File: config.mk
export PLATFORM = sky130hd
export DESIGN_NAME = fpath_scan_top
export DESIGN_NICKNAME = d
export VERILOG_FILES = /design/src/rtl/fpath_pkg.sv /design/src/rtl/fpath_seq.sv /design/src/rtl/fpath_streg.sv /design/src/rtl/fpath_dp.sv /design/src/rtl/fpath_scan_top.sv
export SDC_FILE = /design/constraint.sdc
export NUM_CORES = 1
export LEC_CHECK = 0
export ABC_AREA = 1
export CAP_MARGIN = 40
export CORE_UTILIZATION = 40
export DETAILED_ROUTE_END_ITERATION = 7
export DONT_BUFFER_PORTS = 1
export HOLD_SLACK_MARGIN = 0.12
export SLEW_MARGIN = 10
export SYNTH_ARGS = -nofsm -noshare
export SYNTH_HDL_FRONTEND = slang
export SYNTH_SLANG_ARGS = --single-unit
File: constraint.sdc
create_clock -name clk -period 5.65 [get_ports clk]
set_clock_uncertainty 0.1 [all_clocks]
set_input_delay 1.13 -clock clk [delete_from_list [all_inputs] [get_ports clk]]
set_output_delay 1.13 -clock clk [all_outputs]
set_load 0.02 [all_outputs]
File: src/rtl/fpath_pkg.sv
package fpath_pkg;
  // Path depth of every scan path in this datapath (registers per path)
  localparam int PATH_DEPTH = 2;
  localparam int DATA_W     = 8;
  localparam int STATE_W    = 2;

  typedef enum logic [1:0] {
    PH_FUNC = 2'd0,
    PH_SCAN = 2'd1,
    PH_CAPT = 2'd2
  } phase_e;
endpackage

File: src/rtl/fpath_seq.sv
module fpath_seq #(
  parameter int DEPTH = fpath_pkg::PATH_DEPTH
) (
  input  logic clk,
  input  logic rst_n,
  input  logic test_pin,
  output fpath_pkg::phase_e phase,
  output logic scan_mode,
  output logic cap
);
  localparam int CW = $clog2(DEPTH + 1);
  localparam logic [CW-1:0] LAST = CW'(DEPTH);

  logic [CW-1:0] cnt;
  logic          at_last;

  assign at_last   = (cnt == LAST);
  assign cap       = test_pin && at_last;
  assign scan_mode = test_pin && !at_last;

  always_comb begin
    if (!test_pin)   phase = fpath_pkg::PH_FUNC;
    else if (at_last) phase = fpath_pkg::PH_CAPT;
    else             phase = fpath_pkg::PH_SCAN;
  end

  always_ff @(posedge clk or negedge rst_n) begin
    if (!rst_n)        cnt <= '0;
    else if (!test_pin) cnt <= '0;
    else if (at_last)  cnt <= '0;
    else               cnt <= cnt + 1'b1;
  end

  AST_CAP_SINGLE: assert property (@(posedge clk) disable iff (!rst_n)
    cap |=> !cap);
  AST_CAP_NEEDS_PIN: assert property (@(posedge clk) disable iff (!rst_n)
    cap |-> test_pin);
  AST_IDLE_NO_SCAN: assert property (@(posedge clk) disable iff (!rst_n)
    !test_pin |-> (!scan_mode && !cap));
  AST_CAP_TO_SCAN: assert property (@(posedge clk) disable iff (!rst_n)
    (cap && DEPTH > 0) |=> (test_pin |-> scan_mode));
endmodule

File: src/rtl/fpath_streg.sv
module fpath_streg #(
  parameter int SW = fpath_pkg::STATE_W
) (
  input  logic          clk,
  input  logic          rst_n,
  input  logic          scan,
  input  logic [SW-1:0] tin,
  output logic [SW-1:0] q
);
  logic [SW-1:0] step_val;
  assign step_val = q + 1'b1;

  always_ff @(posedge clk or negedge rst_n) begin
    if (!rst_n) q <= '0;
    else        q <= scan ? tin : step_val;
  end

  AST_ST_LOAD: assert property (@(posedge clk) disable iff (!rst_n)
    scan |=> q == $past(tin));
  AST_ST_STEP: assert property (@(posedge clk) disable iff (!rst_n)
    !scan |=> q == SW'($past(q) + 1'b1));
endmodule

File: src/rtl/fpath_dp.sv
module fpath_dp #(
  parameter int W = fpath_pkg::DATA_W
) (
  input  logic         clk,
  input  logic         rst_n,
  input  logic         scan,
  input  logic         sel_raw,
  input  logic [W-1:0] din_a,
  input  logic [W-1:0] din_c,
  output logic [W-1:0] rb_o,
  output logic [W-1:0] rd_o
);
  localparam logic [W-1:0] ONE  = W'(1);
  localparam logic [W-1:0] ZERO = '0;

  function automatic logic [W-1:0] add_w(input logic [W-1:0] x, input logic [W-1:0] y);
    return x + y;
  endfunction

  function automatic logic [W-1:0] mul_lo(input logic [W-1:0] x, input logic [W-1:0] y);
    logic [2*W-1:0] p;
    p = x * y;
    return p[W-1:0];
  endfunction

  logic [W-1:0] ra, rb, rc, rd;
  // Named internal events for the assertions
  logic [W-1:0] add_side, mul_side, sum_w, prod_w, mux_w;
  logic         mux_sel;

  assign add_side = scan ? ZERO : rd;   // mask to zero
  assign mul_side = scan ? ONE  : rb;   // mask to one
  assign mux_sel  = scan | sel_raw;     // forced select
  assign sum_w    = add_w(ra, add_side);
  assign prod_w   = mul_lo(rc, mul_side);
  assign mux_w    = mux_sel ? din_c : rb;

  always_ff @(posedge clk or negedge rst_n) begin
    if (!rst_n) begin
      ra <= '0;
      rb <= '0;
      rc <= '0;
      rd <= '0;
    end else begin
      ra <= din_a;
      rb <= sum_w;
      rc <= mux_w;
      rd <= prod_w;
    end
  end

  assign rb_o = rb;
  assign rd_o = rd;

  AST_ADD_PASS: assert property (@(posedge clk) disable iff (!rst_n)
    scan |=> rb == $past(ra));
  AST_MUL_PASS: assert property (@(posedge clk) disable iff (!rst_n)
    scan |=> rd == $past(rc));
  AST_MUX_FORCE: assert property (@(posedge clk) disable iff (!rst_n)
    scan |=> rc == $past(din_c));
  AST_FUNC_ADD: assert property (@(posedge clk) disable iff (!rst_n)
    !scan |=> rb == W'($past(ra) + $past(rd)));
  AST_IN_LATCH: assert property (@(posedge clk) disable iff (!rst_n)
    1'b1 |=> ra == $past(din_a));
endmodule

File: src/rtl/fpath_scan_top.sv
module fpath_scan_top #(
  parameter int W     = fpath_pkg::DATA_W,
  parameter int SW    = fpath_pkg::STATE_W,
  parameter int DEPTH = fpath_pkg::PATH_DEPTH
) (
  input  logic          clk,
  input  logic          rst_n,
  input  logic          test_pin,
  input  logic [W-1:0]  din_a,
  input  logic [W-1:0]  din_c,
  input  logic [SW-1:0] st_tin,
  output logic [W-1:0]  dout_p,
  output logic [W-1:0]  dout_q,
  output logic [SW-1:0] st_tout,
  output logic          cap_o
);
  fpath_pkg::phase_e phase;
  logic scan_mode;
  logic cap;
  logic [SW-1:0] st_q;

  fpath_seq #(.DEPTH(DEPTH)) u_seq (
    .clk(clk), .rst_n(rst_n), .test_pin(test_pin),
    .phase(phase), .scan_mode(scan_mode), .cap(cap)
  );

  fpath_streg #(.SW(SW)) u_st (
    .clk(clk), .rst_n(rst_n), .scan(scan_mode), .tin(st_tin), .q(st_q)
  );

  fpath_dp #(.W(W)) u_dp (
    .clk(clk), .rst_n(rst_n), .scan(scan_mode), .sel_raw(st_q[0]),
    .din_a(din_a), .din_c(din_c), .rb_o(dout_p), .rd_o(dout_q)
  );

  assign st_tout = st_q;
  assign cap_o   = cap;

  AST_RESET_CLEAR: assert property (@(posedge clk)
    !rst_n |-> (dout_p == '0 && dout_q == '0 && st_tout == '0 && !cap_o));
  AST_PHASE_ONEHOT: assert property (@(posedge clk) disable iff (!rst_n)
    $onehot0({scan_mode, cap}) && ((phase == fpath_pkg::PH_CAPT) == cap));
endmodule

==> metrics.txt, run 1 <==
run status=complete, no violations; number of synthesized flops with an enable pin=0; WS Path Type=in -> reg; worst path cell trace=nand2_4 -> inv_2 -> nor2_1 -> nand2_1 -> fa_1 -> inv_1 -> ha_1 -> inv_1 -> fa_1 -> fa_1 -> inv_1 -> ha_1 -> a21o_1 -> a31oi_1 -> inv_1 -> nand2_1 -> nand2_1 -> nand2_1 -> nand2_1 -> nand2_1 -> nand2_1; Async SR Flop Fraction=100%; Avg Vias per Cell=4.85; fin crit share=83.1%; Yosys reg bits=36; total grt overflow=0; reg2reg setup slack=roughly 1200 ps; TritonCTS buffer count=5; final WL=around 5000 um; Worst-Skew Late Latency=about 290 ps; first-pass GRT wire length=between 8000 and 9000 um; Post-CTS Setup Bufs=0; number of max-cap violations=0; terminus of the critical flop-to-flop path=u_dp.rd_o[7]$_DFF_PN0_; Hold Crit Start=u_seq.cnt[0]$_DFF_PN0_; CTS H-tree lvls=2; register area=approximately 900 um2; Final min period=around 4700 ps; final net count=343; Slowest-stage cell, CP=fa_1; layout cells sized above 1=4.18%; crit-path max FO=19; vias in the first global route=1851; Mapped Area=~2400 um2; Distinct cells, synth=28; cell with the most instances on the worst path=nand2_1; clock tree sinks=36; Root Buffer Master=clkbuf_8; RSZ-0062 raised after global routing=no; max_slew headroom=61.4%; # diodes=0; Hold EP=u_seq.cnt[0]$_DFF_PN0_; P_leak=about 1.4 nW; Area Overhead vs Synth=5.87%; overall die width=80.0 um; CTS-repair resized insts=0; most frequent cells in the layout=inv_1 (61), nand2_1 (46), dfrtp_1 (36); Reg clk slew, reported paths=around 80 ps; post-DP HPWL=about 3900 um; P per Cell Area=487 nW/um2; syn_area_per_cell=8.56 um2; Slew Viols, Final=0; TNS Setup=0 ps; CP peak stage delay=approximately 540 ps; hold crit path type=reg -> reg; final core occ=between 40% and 50%; commonest non-fill, non-tap cell in the layout=inv_1; DRC=0; fmax=roughly 210 MHz; Multi-input gate area=roughly 1300 um2; largest net degree at the start of global routing=37; R2R cell count=23; Final setup viols=0; Post-DP Area=~2500 um2; pre-CTS setup slack=651 ps; I/O pin total=40; initial core utilization=between 40% and 50%; crit path DAT=between 4000 and 5000 ps; DR vias=1755; crit path launch type=input port; Top FF cell, synth=dfrtp_1; Final Cell Area=about 2600 um2; DR iter-0 viols=a little over 90; RR Startpoint=u_seq.cnt[0]$_DFF_PN0_; CTS tree=built; first drt pass iteration count=4; die height=between 70 and 80 um; Hold-fix buffers, CTS=0; final worst slack=about 960 ps; sequential element share of the synthesized area=37.1%; crit path capture type=register; Critical Path RT=roughly 5700 ps; Core Box Area=between 5000 and 6000 um2; Die Area=6390 um2; global placement routability congestion=0.897; Worst-Margin Slew=around 580 ps; fillers=slightly below 600; gr usage total=between 10% and 20%; maximum vdd drop=0.000222 V; CTS Buffer Depth=2; Final Hold Vio Count=0; DRT antenna net count=0; routed length per placed instance=between 10 and 15 um; initial antenna violation count=0; I/O Buffers=0; Synth Net Count=approximately 340; cells after synthesis=around 280; std cell rows=28; Hold Path Depth=1; Yosys warning count=0
[final cells by class]
class / instances / share of cell area, %
Tap cell: 75 / 3.65
Clock buffer: 7 / 2.97
Clock inverter: 1 / 0.340
Multi-Input combinational cell: 181 / 49.0
Inverter: 62 / 9.04
Sequential cell: 36 / 35.0
[critical path, delay by kind of cell]
family | cells | cell delay [ps]
compound gates | 2 | 350
simple gates | 9 | 770
fa+ha+maj | 5 | 2150
buf+inv | 5 | 350
[state kept, by name (all words and copies together), names as in the netlist]
| name | cells |
|---|---|
| u_st.q | 2 |
| u_dp.rb_o | 8 |
| u_dp.rc | 8 |
| u_dp.rd_o | 8 |
| u_dp.ra | 8 |
| u_seq.cnt | 2 |
[Yosys cell counts, types with 2 or more instances]
| library cell | count | area share [%] |
|---|---|---|
| a21oi_1 | 7 | 1.4 |
| buf_2 | 2 | 0.41 |
| dfrtp_1 | 36 | 37 |
| fa_1 | 13 | 11 |
| ha_1 | 23 | 12 |
| inv_1 | 61 | 9.4 |
| nand2_1 | 46 | 7.1 |
| nand3_1 | 17 | 3.5 |
| nand4_1 | 6 | 1.5 |
| nor2_1 | 34 | 5.2 |
| nor3_1 | 4 | 0.82 |
| o21ai_0 | 3 | 0.62 |
| o21ai_1 | 7 | 1.4 |
| xnor2_1 | 4 | 1.4 |
| xor2_1 | 8 | 2.9 |
[routing by layer]
| layer | track usage (%) | wire length, um | vias to the layer above |
|---|---|---|---|
| li1 | - | - | 876 |
| met1 | 23.6 | 2310 | 832 |
| met4 | 5.89 | 51 | 0 |
| met2 | 30.3 | 2330 | 43 |
| met5 | 0 | 0 | - |
| met3 | 4.46 | 298 | 4 |
[how the worst max path moves through the flow]
| stage | startpoint | to | slack (ps) | cells after the start |
|---|---|---|---|---|
| final | test_pin | u_dp.rd_o[7]$_DFF_PN0_ | 960 | 21 |
| after global routing | test_pin | u_dp.rd_o[7]$_DFF_PN0_ | 700 | 21 |
| after CTS | test_pin | u_dp.rd_o[7]$_DFF_PN0_ | 930 | 21 |
| after detailed placement | test_pin | u_dp.rd_o[7]$_DFF_PN0_ | 650 | 21 |
| after global placement | test_pin | u_dp.rd_o[7]$_DFF_PN0_ | 780 | 21 |
| after floorplan | test_pin | u_dp.rd_o[7]$_DFF_PN0_ | 870 | 20 |
[metrics by stage]
step | cells | total power [mW] | hold slack [ps]
3_3_place_gp | 354 | 1.07 | 327
4_1_cts | 362 | 1.27 | 355
6_report | 362 | 1.25 | 348
3_5_place_dp | 354 | 1.08 | 343
2_1_floorplan | 284 | 0.926 | 308
5_1_grt | 362 | 1.39 | 357
[kinds of logic (layout without fill, tap and decap cells)]
logic type / after synthesis / in the layout / share of synthesized area (%)
AOI/OAI and AO/OA: 20 / 20 / 4.43
xor gates and xnor gates: 12 / 12 / 4.32
adders and majority gates: 36 / 36 / 22.5
buffers and inverters: 67 / 70 / 11.1
DFF: 36 / 36 / 37.1
muxes: 1 / 1 / 0.617
and+or+nand+nor: 112 / 112 / 20.0
[power by group]
group          internal (mW)  switching [mW]  leakage [nW]  total (mW)
clock network         0.0881          0.0950        0.0424       0.183
logic                  0.233           0.360         0.932       0.593
registers              0.331           0.147         0.428       0.477
(Power assumes the default switching activity.)
==> run 2: changes to the inputs <==
Clock period 5.65 ns to 4.9 ns, I/O delays scaled along.
==> run 2 against run 1 <==
  * Sequential share of layout area decreased by 0.40 points
  * Flip-flop and latch count unchanged
  * Clock-buffer cell count decreased by 1
  * Utilization increased by 0.51 points
  * Cell area increased by 1.2%
  * Via count increased by 2.1%
  * Largest cell class unchanged
==> metrics.txt, run 2 (synthesis results as in run 1) <==
I/O Buffers=0 (unchanged); P_leak=1.42 nW (+1.3%); RSZ-0062 raised after global routing=no; most frequent cells in the layout=inv_1 (61), nand2_1 (46), dfrtp_1 (36); CTS tree=built; std cell rows=28 (unchanged); Placed Cells=355 (+0.28%); Worst-Skew Late Latency=290 ps (about the same); Slowest-stage cell, CP=fa_1; Reg clk slew, reported paths=80 ps (about the same); CTS Buffer Depth=2 (unchanged); Final Hold Vio Count=0 (unchanged); CP peak stage delay=550 ps (about the same); pre-CTS setup slack=204 ps (-447 ps); Hold-fix buffers, CTS=0 (unchanged); TritonCTS buffer count=5 (unchanged); post-DP HPWL=3920 um (about the same); routed length per placed instance=13.7 um (-0.46%); die height=80.0 um (unchanged); max_slew headroom=58.8% (-2.7 points); final core occ=44.2% (+0.51 points); layout cells sized above 1=4.86% (+0.68 points); TNS Setup=0 ps (unchanged); fin crit share=approximately nine tenths; commonest non-fill, non-tap cell in the layout=inv_1; crit path capture type=register; P per Cell Area=576 nW/um2 (+18%); maximum vdd drop=0.000255 V (+14%); # diodes=0 (unchanged); Final setup viols=0 (unchanged); final WL=4980 um (-0.18%); hold crit path type=in -> async; Final Cell Area=2600 um2 (+1.2%); worst path cell trace=nand2_4 -> inv_2 -> nor2_1 -> nand2_1 -> fa_1 -> inv_1 -> ha_1 -> inv_1 -> fa_1 -> fa_1 -> inv_1 -> ha_1 -> a21o_1 -> a31oi_1 -> inv_1 -> nand2_1 -> nand2_1 -> nand2_1 -> nand2_1 -> nand2_1 -> nand2_1; overall die width=80.0 um (unchanged); Worst-Margin Slew=619 ps (+40.0 ps); routed wl met2=2250 um (-3.5%); Root Buffer Master=clkbuf_8; DRC=0 (unchanged); fmax=228 MHz; crit path launch type=input port; register area=901 um2 (unchanged); Slew Viols, Final=0 (unchanged); crit path DAT=4480 ps (-290 ps); Die Area=6390 um2 (unchanged); DR vias=1792 (+2.1%); vias in the first global route=1831 (-1.1%); Finished Layout Cells=363 (+0.28%); DR iter-0 viols=84 (-8.7%); first-pass GRT wire length=8580 um (-0.24%); Post-DP Area=2500 um2 (+0.30%); gr usage total=18.1% (-0.29 points); Multi-input gate area=1260 um2 (unchanged); initial core utilization=41.3% (unchanged); Critical Path RT=4990 ps (-740 ps); Core Box Area=5890 um2 (unchanged); DRT antenna net count=0 (unchanged); Avg Vias per Cell=4.94 (+1.8%); Pwr Total=1.50 mW (+20%); crit-path max FO=19 (unchanged); total grt overflow=0 (unchanged); largest net degree at the start of global routing=37 (unchanged); run status=complete, no violations; Post-CTS Setup Bufs=0 (unchanged); Max Used Layer=met4; met3 routed WL=364 um (+22%); CTS-repair resized insts=0 (unchanged); initial antenna violation count=0 (unchanged); fillers=599 (+0.50%); cell with the most instances on the worst path=nand2_1; Met1 Routed Length=2250 um (-2.5%); clock tree sinks=36 (unchanged); number of max-cap violations=0 (unchanged); final net count=344 (+0.29%); global placement routability congestion=0.882 (-1.7%); I/O pin total=40 (unchanged); hold_ws=273 ps (-74.8 ps); CTS H-tree lvls=2 (unchanged); Area Overhead vs Synth=7.10%; Final min period=4390 ps; final worst slack=512 ps (-445 ps); WS Path Type=in -> reg; first drt pass iteration count=4 (unchanged)
-- run 2: changes by cell type in the layout (fill, tap and decap cells not counted), sizes merged --
cell	before	now
bufinv	0	1
clkbuf	7	6
buf	0	1
-- run 2: per-layer routing --
metal / vias to the layer above / track usage, %
li1: 874 / -
met2: 62 / 28.6
met1: 844 / 23.8
met4: 0 / 6.43
met5: - / 0
met3: 12 / 4.57
-- run 2: path summary, 6_finish.rpt --
kind | startpoint | endpoint | slack (ps) | cells past startpoint
min reg2reg | u_seq.cnt[0]$_DFF_PN0_ | u_seq.cnt[0]$_DFF_PN0_ | 340 | 1
min in group clk | u_seq.cnt[0]$_DFF_PN0_ | u_seq.cnt[0]$_DFF_PN0_ | 340 | 1
max | test_pin | u_dp.rd_o[7]$_DFF_PN0_ | 510 | 21
max reg2reg | u_seq.cnt[0]$_DFF_PN0_ | u_dp.rd_o[7]$_DFF_PN0_ | 650 | 23
max in group asynchronous | rst_n | u_dp.rd_o[1]$_DFF_PN0_ | 4340 | 0
min | rst_n | u_dp.rc[2]$_DFF_PN0_ | 270 | 0
-- run 2: area by class of cell --
type,count,share of cell area [%]
Multi-Input combinational cell,181,48.4
Sequential cell,36,34.6
Inverter,62,8.94
Tap cell,75,3.60
Clock buffer,6,2.79
Clock inverter,2,1.35
Timing Repair Buffer,1,0.288
-- run 2: report_power, final --
part,switching [mW],total [mW],internal [mW]
sequential,0.167,0.548,0.382
combinational,0.422,0.689,0.267
clock,0.110,0.261,0.151
total,0.699,1.50,0.800
-- run 2: worst max-delay path: cells and delay by family --
| kind | cells | cell delay, ps |
|---|---|---|
| buffers and inverters | 5 | 260 |
| and+or+nand+nor | 9 | 740 |
| AOI/OAI and AO/OA | 2 | 370 |
| adders and majority gates | 5 | 2140 |
==> run 3: changes to the inputs <==
Settings changed: ABC_AREA 1 to default, ABC_CLOCK_PERIOD_IN_PS from default to 4900, CORE_MARGIN from default to 8.
==> run 3 against run 2 <==
  * Cell area is 4.7% lower
  * Setup slack improved by 120 ps
  * Combinational power rose by 7.0%
  * Critical path depth is 8 lower
  * Sequential power is 5.1% higher
  * Flip-flop and latch count unchanged
  * Fmax grew 2.8%
  * Highest routed layer unchanged
==> metrics.txt, run 3 <==
Hold-fix buffers, CTS=0 (unchanged); hold crit path type=in -> async; Root Buffer Master=clkbuf_8; Combinational Power Share=47.8% (+1.8 points); CTS tree=built; number of max-cap violations=0 (unchanged); first drt pass iteration count=4 (unchanged); Worst-Margin Slew=469 ps (-150 ps); DR vias=1395 (-22%); Yosys warning count=0 (unchanged); fin crit share=87.1% (-2.5 points); run status=complete, no violations; crit path capture type=register; fmax=234 MHz (+2.8%); crit-path max FO=20 (+1); Synth top cells by count=dfrtp_1 (36), inv_1 (29), ha_1 (23), xnor2_1 (16), nand2_1 (14); initial antenna violation count=0 (unchanged); final core occ=44.8% (+0.57 points); Mapped Area=2300 um2 (-5.2%); cells after synthesis=209 (-26%); gr usage total=11.8% (-6.3 points); register share of total power=37.3% (+0.7 points); maximum vdd drop=0.000301 V (+18%); Cell Int Power=892 uW (+12%); Final Hold Vio Count=0 (unchanged); largest net degree at the start of global routing=37 (unchanged); worst path bufs/invs=2 (-3); I/O Buffers=0 (unchanged); Area Overhead vs Synth=7.77%; hold_ws=280 ps (+7.28 ps); die height=91.9 um (+15%); syn_area_per_cell=11.0 um2 (+29%); vias in the first global route=1557 (-15%); Pwr Total=1.54 mW (+2.9%); Top FF cell, synth=dfrtp_1; cell with the most instances on the worst path=fa_1; initial core utilization=41.6% (+0.27 points); P_leak=1.27 nW (-10%); Post-DP Area=2390 um2 (-4.4%); # diodes=0 (unchanged); std cell rows=27 (-3.6%); Yosys top cell area share=39.1% (+2.1 points); Die Area=8440 um2 (+32%); DRT antenna net count=0 (unchanged); DR iter-0 viols=90 (+7.1%); I/O pin total=40 (unchanged); Slowest-stage cell, CP=fa_1; Final Cell Area=2480 um2 (-4.7%); Final setup viols=0 (unchanged); clock tree sinks=36 (unchanged); pre-CTS setup slack=343 ps (+139 ps); Post-CTS Setup Bufs=0 (unchanged); terminus of the critical flop-to-flop path=u_dp.rd_o[7]$_DFF_PN0_; Worst-Skew Late Latency=290 ps (about the same); final worst slack=633 ps (+121 ps); CP top delay family=adder cells; R2R cell count=14 (-39%); Yosys reg bits=36 (unchanged); most frequent cells in the layout=dfrtp_1 (36), inv_1 (29), ha_1 (23); sequential element share of the synthesized area=39.1% (+2.1 points); Core Box Area=5540 um2 (-5.9%); final net count=270 (-22%); area leader, netlist=dfrtp_1; final WL=4560 um (-8.6%); TNS Setup=0 ps (unchanged); global placement routability congestion=0.820 (-7.0%); CTS H-tree lvls=2 (unchanged); worst path cell trace=nand2_1 -> and3_1 -> fa_1 -> fa_1 -> ha_1 -> inv_1 -> fa_1 -> inv_1 -> ha_1 -> a21o_1 -> a21oi_1 -> xnor2_1 -> xnor2_1; overall die width=91.9 um (+15%); Distinct cells, synth=27 (-3.6%); commonest non-fill, non-tap cell in the layout=dfrtp_1; RSZ-0062 raised after global routing=no; crit path DAT=4370 ps (-110 ps); CTS Buffer Depth=2 (unchanged); DRC=0 (unchanged); Placed Cells=278 (-22%); Final min period=4270 ps (-121 ps); Reg clk slew, reported paths=70 ps (about the same); Synth area leaders=dfrtp_1 (39%), ha_1 (12%), fa_1 (11%); Async SR Flop Fraction=100% (unchanged); post-DP HPWL=3600 um (-8.0%); Slew Viols, Final=0 (unchanged); Critical Path RT=5010 ps (+20 ps); Avg Vias per Cell=4.89 (-0.85%); Finished Layout Cells=285 (-21%); reg2reg setup slack=780 ps (+130 ps); routed length per placed instance=16.0 um (+16%); Clk pwr share=14.9% (-2.5 points); layout cells sized above 1=11.3% (+6.4 points); CP peak stage delay=520 ps (-30 ps); TritonCTS buffer count=5 (unchanged); RR Startpoint=u_seq.cnt[0]$_DFF_PN0_; CTS-repair resized insts=0 (unchanged); P per Cell Area=621 nW/um2 (+8.0%); sw frac=42.1% (-4.5 points); first-pass GRT wire length=7800 um (-9.2%); top-count cell post-synth=dfrtp_1; total grt overflow=0 (unchanged); WS Path Type=in -> reg; crit path launch type=input port; Synth Net Count=266 (-22%); number of synthesized flops with an enable pin=0 (unchanged); Net Switching=650 uW (-7.0%); max_slew headroom=68.6% (+9.9 points)
-- run 3: cell count changes after synthesis, moves of 5 or more --
cell / delta
and2_1: +6
and3_1: +13
inv_1: -32
mux2_2: +8
nand2_1: -32
nand3_1: -12
nand4_1: -6
nor2_1: -31
nor2b_1: +6
o21ai_1: -7
xnor2_1: +12
xor2_1: -5
-- run 3: how the worst max path moves through the flow --
stage                  start                endpoint  cells past startpoint
finish              test_pin  u_dp.rd_o[7]$_DFF_PN0_                     13
global route        test_pin  u_dp.rd_o[7]$_DFF_PN0_                     13
CTS                 test_pin  u_dp.rd_o[7]$_DFF_PN0_                     13
detailed placement  test_pin  u_dp.rd_o[7]$_DFF_PN0_                     13
global placement    test_pin  u_dp.rd_o[7]$_DFF_PN0_                     13
floorplan           test_pin  u_dp.rd_o[7]$_DFF_PN0_                     15
-- run 3: worst register-to-register path: stages (launching register included) --
cell      delay, ps
dfrtp_1         370
nand2b_1        150
nand2_1         300
and3_1          340
fa_1            460
fa_1            490
ha_1            290
inv_1            50
fa_1            520
inv_1            40
ha_1            320
a21o_1          170
a21oi_1         160
xnor2_1         150
xnor2_1         140
-- run 3: logic make-up (layout without fill, tap and decap cells) --
logic type,after synthesis,after routing,share of synthesized area (%)
compound gates,18,18,4.83
xor+xnor,21,21,9.18
simple gates,56,56,13.5
flops,36,36,39.1
fa+ha+maj,36,36,23.8
mux,8,8,3.91
buf+inv,34,38,5.70
-- run 3: metal layers --
metal  track usage (%)  vias up  wire (um)
met5                 0        -          0
met4              4.70        0        111
met3              3.59        9        221
met2              19.9       28       2220
met1              13.7      681       2000
li1                  -      677          -
-- run 3: power groups by stage --
stage               clock, mW  sequential [mW]  combinational [mW]
floorplan                   0            0.527               0.641
finish                  0.229            0.576               0.737
CTS                     0.239            0.578               0.752
detailed placement          0            0.583               0.745
global route            0.252            0.587               0.868
global placement            0            0.586               0.731
-- run 3: final cells by class --
| cell class | instances | area [um2] |
|---|---|---|
| inverter | 29 | 109 |
| timing repair buffer | 2 | 15.0 |
| tap | 72 | 90.1 |
| fill | 547 | 3060 |
| multi-input combinational | 139 | 1270 |
| sequential | 36 | 901 |
| clock buffer | 7 | 96.3 |
